--- src/rtl/dtc_pkg.sv ---
package dtc_pkg;

    typedef enum logic [1:0] {
        STEP_HOLD = 2'd0,
        STEP_UP   = 2'd1,
        STEP_DOWN = 2'd2
    } step_e;

    // Direction of the error integral for one clock.
    function automatic step_e step_of(input logic cmd, input logic fb);
        if (cmd && !fb) begin
            return STEP_UP;
        end
        if (!cmd && fb) begin
            return STEP_DOWN;
        end
        return STEP_HOLD;
    endfunction

endpackage

--- src/rtl/dtc_error_integrator.sv ---
module dtc_error_integrator
    import dtc_pkg::*;
#(
    parameter int CNT_W = 16
) (
    input  logic                    clk,
    input  logic                    rst_n,
    input  logic                    cmd,
    input  logic                    fb,
    output logic signed [CNT_W-1:0] cnt
);

    localparam logic signed [CNT_W-1:0] CNT_MAX = {1'b0, {(CNT_W-1){1'b1}}};
    localparam logic signed [CNT_W-1:0] CNT_MIN = {1'b1, {(CNT_W-1){1'b0}}};
    localparam logic signed [CNT_W-1:0] CNT_ONE = {{(CNT_W-1){1'b0}}, 1'b1};

    typedef struct packed {
        logic signed [CNT_W-1:0] cnt;
    } integ_state_t;

    integ_state_t st_d, st_q;
    step_e        step;

    always_comb begin
        st_d = st_q;
        step = step_of(cmd, fb);
        unique case (step)
            STEP_UP: begin
                if (st_q.cnt != CNT_MAX) begin
                    st_d.cnt = st_q.cnt + CNT_ONE;
                end
            end
            STEP_DOWN: begin
                if (st_q.cnt != CNT_MIN) begin
                    st_d.cnt = st_q.cnt - CNT_ONE;
                end
            end
            default: begin
                st_d.cnt = st_q.cnt;
            end
        endcase
    end

    always_ff @(posedge clk or negedge rst_n) begin
        if (!rst_n) begin
            st_q <= '0;
        end else begin
            st_q <= st_d;
        end
    end

    assign cnt = st_q.cnt;

    // count up by one below the upper limit
    p_step_up_r2: assert property (@(posedge clk) disable iff (!rst_n)
        (cmd && !fb && cnt != CNT_MAX) |=> (cnt == $past(cnt) + CNT_ONE));

    // count down by one above the lower limit
    p_step_down_r3: assert property (@(posedge clk) disable iff (!rst_n)
        (!cmd && fb && cnt != CNT_MIN) |=> (cnt == $past(cnt) - CNT_ONE));

    // equal inputs freeze the integral
    p_hold_r4: assert property (@(posedge clk) disable iff (!rst_n)
        (cmd == fb) |=> $stable(cnt));

    // saturation at both limits
    p_sat_hi_r5: assert property (@(posedge clk) disable iff (!rst_n)
        (cmd && !fb && cnt == CNT_MAX) |=> (cnt == CNT_MAX));
    p_sat_lo_r5: assert property (@(posedge clk) disable iff (!rst_n)
        (!cmd && fb && cnt == CNT_MIN) |=> (cnt == CNT_MIN));

endmodule

--- src/rtl/dtc_edge_gate.sv ---
module dtc_edge_gate #(
    parameter int          CNT_W   = 16,
    parameter int signed   THR_ON  = 0,
    parameter int signed   THR_OFF = 0
) (
    input  logic                    clk,
    input  logic                    rst_n,
    input  logic                    cmd,
    input  logic signed [CNT_W-1:0] cnt,
    output logic                    drv
);

    typedef struct packed {
        logic drv;
    } gate_state_t;

    gate_state_t st_d, st_q;
    logic        rise_ok;
    logic        fall_ok;

    always_comb begin
        rise_ok = (int'(cnt) >= THR_ON);
        fall_ok = (int'(cnt) <= THR_OFF);
        st_d    = st_q;
        if (cmd) begin
            // rising side: release once the integral has reached THR_ON
            st_d.drv = st_q.drv | rise_ok;
        end else begin
            // falling side: release once the integral has come down to THR_OFF
            st_d.drv = st_q.drv & ~fall_ok;
        end
    end

    always_ff @(posedge clk or negedge rst_n) begin
        if (!rst_n) begin
            st_q <= '0;
        end else begin
            st_q <= st_d;
        end
    end

    assign drv = st_q.drv;

    // immediate rise when the threshold is met
    p_rise_release_r6: assert property (@(posedge clk) disable iff (!rst_n)
        (cmd && int'(cnt) >= THR_ON) |=> drv);

    // held rise keeps its level below THR_ON
    p_rise_hold_r7: assert property (@(posedge clk) disable iff (!rst_n)
        (cmd && int'(cnt) < THR_ON) |=> (drv == $past(drv)));

    // immediate fall when the threshold is met
    p_fall_release_r8: assert property (@(posedge clk) disable iff (!rst_n)
        (!cmd && int'(cnt) <= THR_OFF) |=> !drv);

    // held fall keeps its level above THR_OFF
    p_fall_hold_r9: assert property (@(posedge clk) disable iff (!rst_n)
        (!cmd && int'(cnt) > THR_OFF) |=> (drv == $past(drv)));

endmodule

--- src/rtl/dtc_compensator.sv ---
module dtc_compensator #(
    parameter int        CNT_W   = 16,
    parameter int signed THR_ON  = 0,
    parameter int signed THR_OFF = 0
) (
    input  logic                    clk,
    input  logic                    rst_n,
    input  logic                    cmd_pwm,
    input  logic                    fb_pwm,
    output logic                    gate_cmd,
    output logic signed [CNT_W-1:0] err_level
);

    logic signed [CNT_W-1:0] integ_cnt;

    dtc_error_integrator #(
        .CNT_W (CNT_W)
    ) u_integ (
        .clk   (clk),
        .rst_n (rst_n),
        .cmd   (cmd_pwm),
        .fb    (fb_pwm),
        .cnt   (integ_cnt)
    );

    dtc_edge_gate #(
        .CNT_W   (CNT_W),
        .THR_ON  (THR_ON),
        .THR_OFF (THR_OFF)
    ) u_gate (
        .clk   (clk),
        .rst_n (rst_n),
        .cmd   (cmd_pwm),
        .cnt   (integ_cnt),
        .drv   (gate_cmd)
    );

    assign err_level = integ_cnt;

    // reset state of both outputs
    p_reset_r1: assert property (@(posedge clk)
        (!rst_n) |-> (!gate_cmd && err_level == '0));

    // the command only falls while low and only rises while high
    p_no_rise_low_r10: assert property (@(posedge clk) disable iff (!rst_n)
        (!cmd_pwm && !gate_cmd) |=> !gate_cmd);
    p_no_fall_high_r10: assert property (@(posedge clk) disable iff (!rst_n)
        (cmd_pwm && gate_cmd) |=> gate_cmd);

endmodule

--- config.mk ---
export PLATFORM = sky130hd
export DESIGN_NAME = dtc_compensator
export DESIGN_NICKNAME = d
export VERILOG_FILES = /design/src/rtl/dtc_pkg.sv /design/src/rtl/dtc_error_integrator.sv /design/src/rtl/dtc_edge_gate.sv /design/src/rtl/dtc_compensator.sv
export SDC_FILE = /design/constraint.sdc
export NUM_CORES = 1
export LEC_CHECK = 0
export ABC_CLOCK_PERIOD_IN_PS = 4300
export BUFFER_PORTS_ARGS = -buffer_cell sky130_fd_sc_hd__buf_4
export CORE_MARGIN = 3
export CORE_UTILIZATION = 48
export DETAILED_ROUTE_END_ITERATION = 8
export GPL_TIMING_DRIVEN = 0
export PLACE_DENSITY = 0.69
export SYNTH_ARGS = -nofsm -noshare
export SYNTH_HDL_FRONTEND = slang
export SYNTH_SLANG_ARGS = --single-unit
--- constraint.sdc ---
create_clock -name clk -period 4.3 [get_ports clk]
set_clock_uncertainty 0.1 [all_clocks]
set_input_delay 0.215 -clock clk [delete_from_list [all_inputs] [get_ports clk]]
set_output_delay 0.215 -clock clk [all_outputs]
set_load 0.005 [all_outputs]
==> results.rst <==
.. list-table::
   :header-rows: 1

   * - Metric
     - Value
   * - Outcome
     - finished clean
   * - Count of flip-flops with a built-in enable after synthesis
     - 0
   * - Count of maximum capacitance violations
     - 0
   * - Final wirelength
     - between 3 and 4 mm
   * - Worst ir drop on vdd
     - ~460 uV
   * - Seq cells post-synth
     - 17
   * - Via count normalized by instance count
     - 5.99
   * - Pins over their slew limit
     - 0
   * - Sort of element at the start of the critical path
     - register
   * - Horiz. Die Dim
     - ~56 um
   * - Cell taking the most area after synthesis
     - dfrtp_1
   * - First-pass iteration count of the detailed router
     - 4
   * - Critical path data arrival time
     - roughly 2.5 ns
   * - CTS Buf Count
     - 3
   * - Share of synthesized registers carrying an async set or reset
     - 100%
   * - Number of I/O pins
     - 21
   * - Minimum clock period
     - between 2 and 2.5 ns
   * - Floorplan die area
     - between 3000 and 4000 um2
   * - List of most frequent post-synthesis cells
     - dfrtp_1 (17), nand2_1 (14), nor2_1 (12)
   * - Antenna fix cells
     - 0
   * - Distinct cell type count of the synthesized netlist
     - 43
   * - Via count of the first global-routing pass
     - roughly 1100
   * - Pwr/cell area
     - 576 nW/um2
   * - Required time reported for the critical path endpoint
     - 4.38 ns
   * - Clock tree from TritonCTS
     - built
   * - Top post-synthesis cells by area
     - dfrtp_1 (35%), xnor2_1 (5.8%), xor2_1 (5.8%), nand2_1 (4.3%), o21ai_0 (3.7%)
   * - Number of nets in the layout
     - between 150 and 200
   * - Total track usage
     - 20.6%
   * - Wire length per cell after detailed routing
     - roughly 16 um
   * - Routed Antenna Nets
     - 0
   * - Count of cells resized by post-cts repair
     - 0
   * - RSZ-0062 raised after global routing
     - no
   * - Prevailing post-synth register cell
     - dfrtp_1
   * - Max clock buf depth
     - 2
   * - Clock Pin Slew Worst Setup and Hold Paths
     - around 0.11 ns
   * - Post-synthesis cell area
     - 1220 um2
   * - Total number of placement rows
     - 17
   * - Starting density of the core
     - a little over half
   * - Number of instances in the synthesized netlist
     - between 100 and 150
   * - Cell count after placement
     - between 150 and 200
   * - Remaining DRCs
     - 0
   * - Type of the most critical hold path
     - in -> reg
   * - Wire length of the first global-routing pass
     - a little over 5 mm
   * - Final Cycle Share
     - a little under three fifths
   * - Count of H-tree levels built during CTS
     - 1
   * - Die height
     - between 50 and 60 um
   * - Net count after synthesis
     - 144
   * - Final instance count without filler cells
     - around 190
   * - Tightest slew margin relative to the limit
     - 64.4%
   * - Final setup violation count
     - 0
   * - Area of the core region
     - between 2000 and 2500 um2
   * - Type of the setup path with the least slack
     - reg -> reg
   * - Total negative setup slack
     - 0 ns
   * - Area share of the largest cell type after synthesis
     - between 30% and 40%
   * - Insertion delay of the later-clocked pin in the worst-skew pair
     - ~0.30 ns
   * - Synth warn
     - 0
   * - Maximum clock frequency
     - between 0.4 and 0.5 GHz
   * - Initial antenna violation count
     - 0
   * - Count of vias placed by the detailed router
     - about 1200
   * - Share of layout cells above drive strength 1
     - 25.0%
   * - Post-detailed-placement half-perimeter wirelength
     - roughly 2.3 mm
   * - Total of fill cells in the finished design
     - between 200 and 250
   * - Top-count cell post-synth
     - dfrtp_1
   * - Type of destination of the critical path
     - register
   * - Remaining global-route overflow
     - 0
   * - Slew of the pin with the lowest slew margin
     - around 0.53 ns
   * - Drt first-iter violations
     - 45
   * - Post-CTS setup-driven buffer insertion count
     - 0
   * - Fraction of the yosys area taken by sequential cells
     - between 30% and 40%
   * - Endpoints failing hold
     - 0
   * - Synthesized area per cell
     - roughly 8.7 um2
   * - Count of port buffers added during placement
     - 20
   * - Clock net sink count
     - 17
   * - Number of buffers added to fix hold violations after cts
     - 1
   * - Pin count of the biggest net entering global routing
     - 18
   * - Root Driver
     - clkbuf_4
   * - Static Leakage
     - 0.605 nW
   * - Area Overhead vs Synth
     - 18.2%
   * - RD Place Congestion
     - a little under 0.9
   * - Highest net fanout along the worst path
     - 10
[where the power goes]
| group | internal, mW | switching (mW) | total, mW |
|---|---|---|---|
| clock network | 0.0362 | 0.0562 | 0.0924 |
| logic | 0.201 | 0.208 | 0.409 |
| registers | 0.225 | 0.101 | 0.326 |
| total | 0.462 | 0.365 | 0.827 |
[worst max-delay path, stage by stage (launching register included)]
cell     delay (ns)
dfrtp_1        0.49
or4_4          0.62
nor4_4         0.34
a31oi_4        0.19
nor2_4         0.16
buf_6          0.18
nor2_1         0.08
xor2_1         0.15
[worst paths after layout]
check	start	end	slack, ns	depth (start not counted)
max in group asynchronous	rst_n	u_integ.cnt[12]	3.69	2
setup / recovery	u_integ.cnt[6]	u_integ.cnt[11]	1.86	7
setup reg to reg	u_integ.cnt[6]	u_integ.cnt[11]	1.86	7
hold / removal	cmd_pwm	u_gate.drv	0.06	3
min in group asynchronous	rst_n	u_integ.cnt[4]	0.20	2
hold reg to reg	u_integ.cnt[13]	u_integ.cnt[13]	0.43	1
[flip-flops by register name (all words and copies together) (netlist names)]
register     count
u_integ.cnt     16
u_gate.drv       1
[routing by layer]
layer  vias up  track usage, %  wire [um]
li1        549               -          -
met2        44            32.9       1490
met3         3            2.53        172
met5         -               0          0
met1       554            27.7       1440
met4         0            9.49         36
[metrics by stage]
step	total power [mW]	util, %	hold slack [ns]	area (um2)	setup slack (ns)
2_1_floorplan	0.556	-	-0.181	1220	2.10
3_3_place_gp	0.719	61.0	-0.00992	1400	1.72
3_5_place_dp	0.734	61.0	-0.00280	1400	1.73
4_1_cts	0.828	62.6	0.0618	1440	1.87
5_1_grt	0.887	62.6	0.0791	1440	1.77
6_report	0.827	62.6	0.0580	1440	1.86
[placed cells by master (no fill, tap or decap), types with 2 or more instances in the layout]
cell type and n:
a22oi_1 3, a21oi_2 2, buf_4 20, xor2_1 8, inv_1 3, and2_1 2
nor2_1 12, clkbuf_4 3, clkbuf_1 4, nand4_1 4, nor4_1 2, buf_2 2
nand3_1 6, buf_6 2, nand2_1 14, a21oi_1 5, xnor2_1 8, dfrtp_1 17
nor2_2 2, or4_1 3, o21ai_0 9, nand2b_1 2, mux2_2 2, nor3_1 5
or3_1 3
[cell families after synthesis]
kind of cell	after synthesis	synth area share, %
simple gates	66	30.5
xor+xnor	16	11.5
mux	3	2.67
fa+ha+maj	1	1.03
compound gates	26	14.8
flops	17	35.0
buf+inv	10	4.53
[area by class of cell]
cell class	count	area (um2)	share of cell area (%)
Timing Repair Buffer	21	160	11.1
Sequential cell	17	425	29.6
Clock buffer	4	26.3	1.83
Buffer	7	43.8	3.05
Inverter	3	11.3	0.783
Multi-Input combinational cell	112	736	51.2
Tap cell	28	35.0	2.44
(Power assumes the default switching activity.)
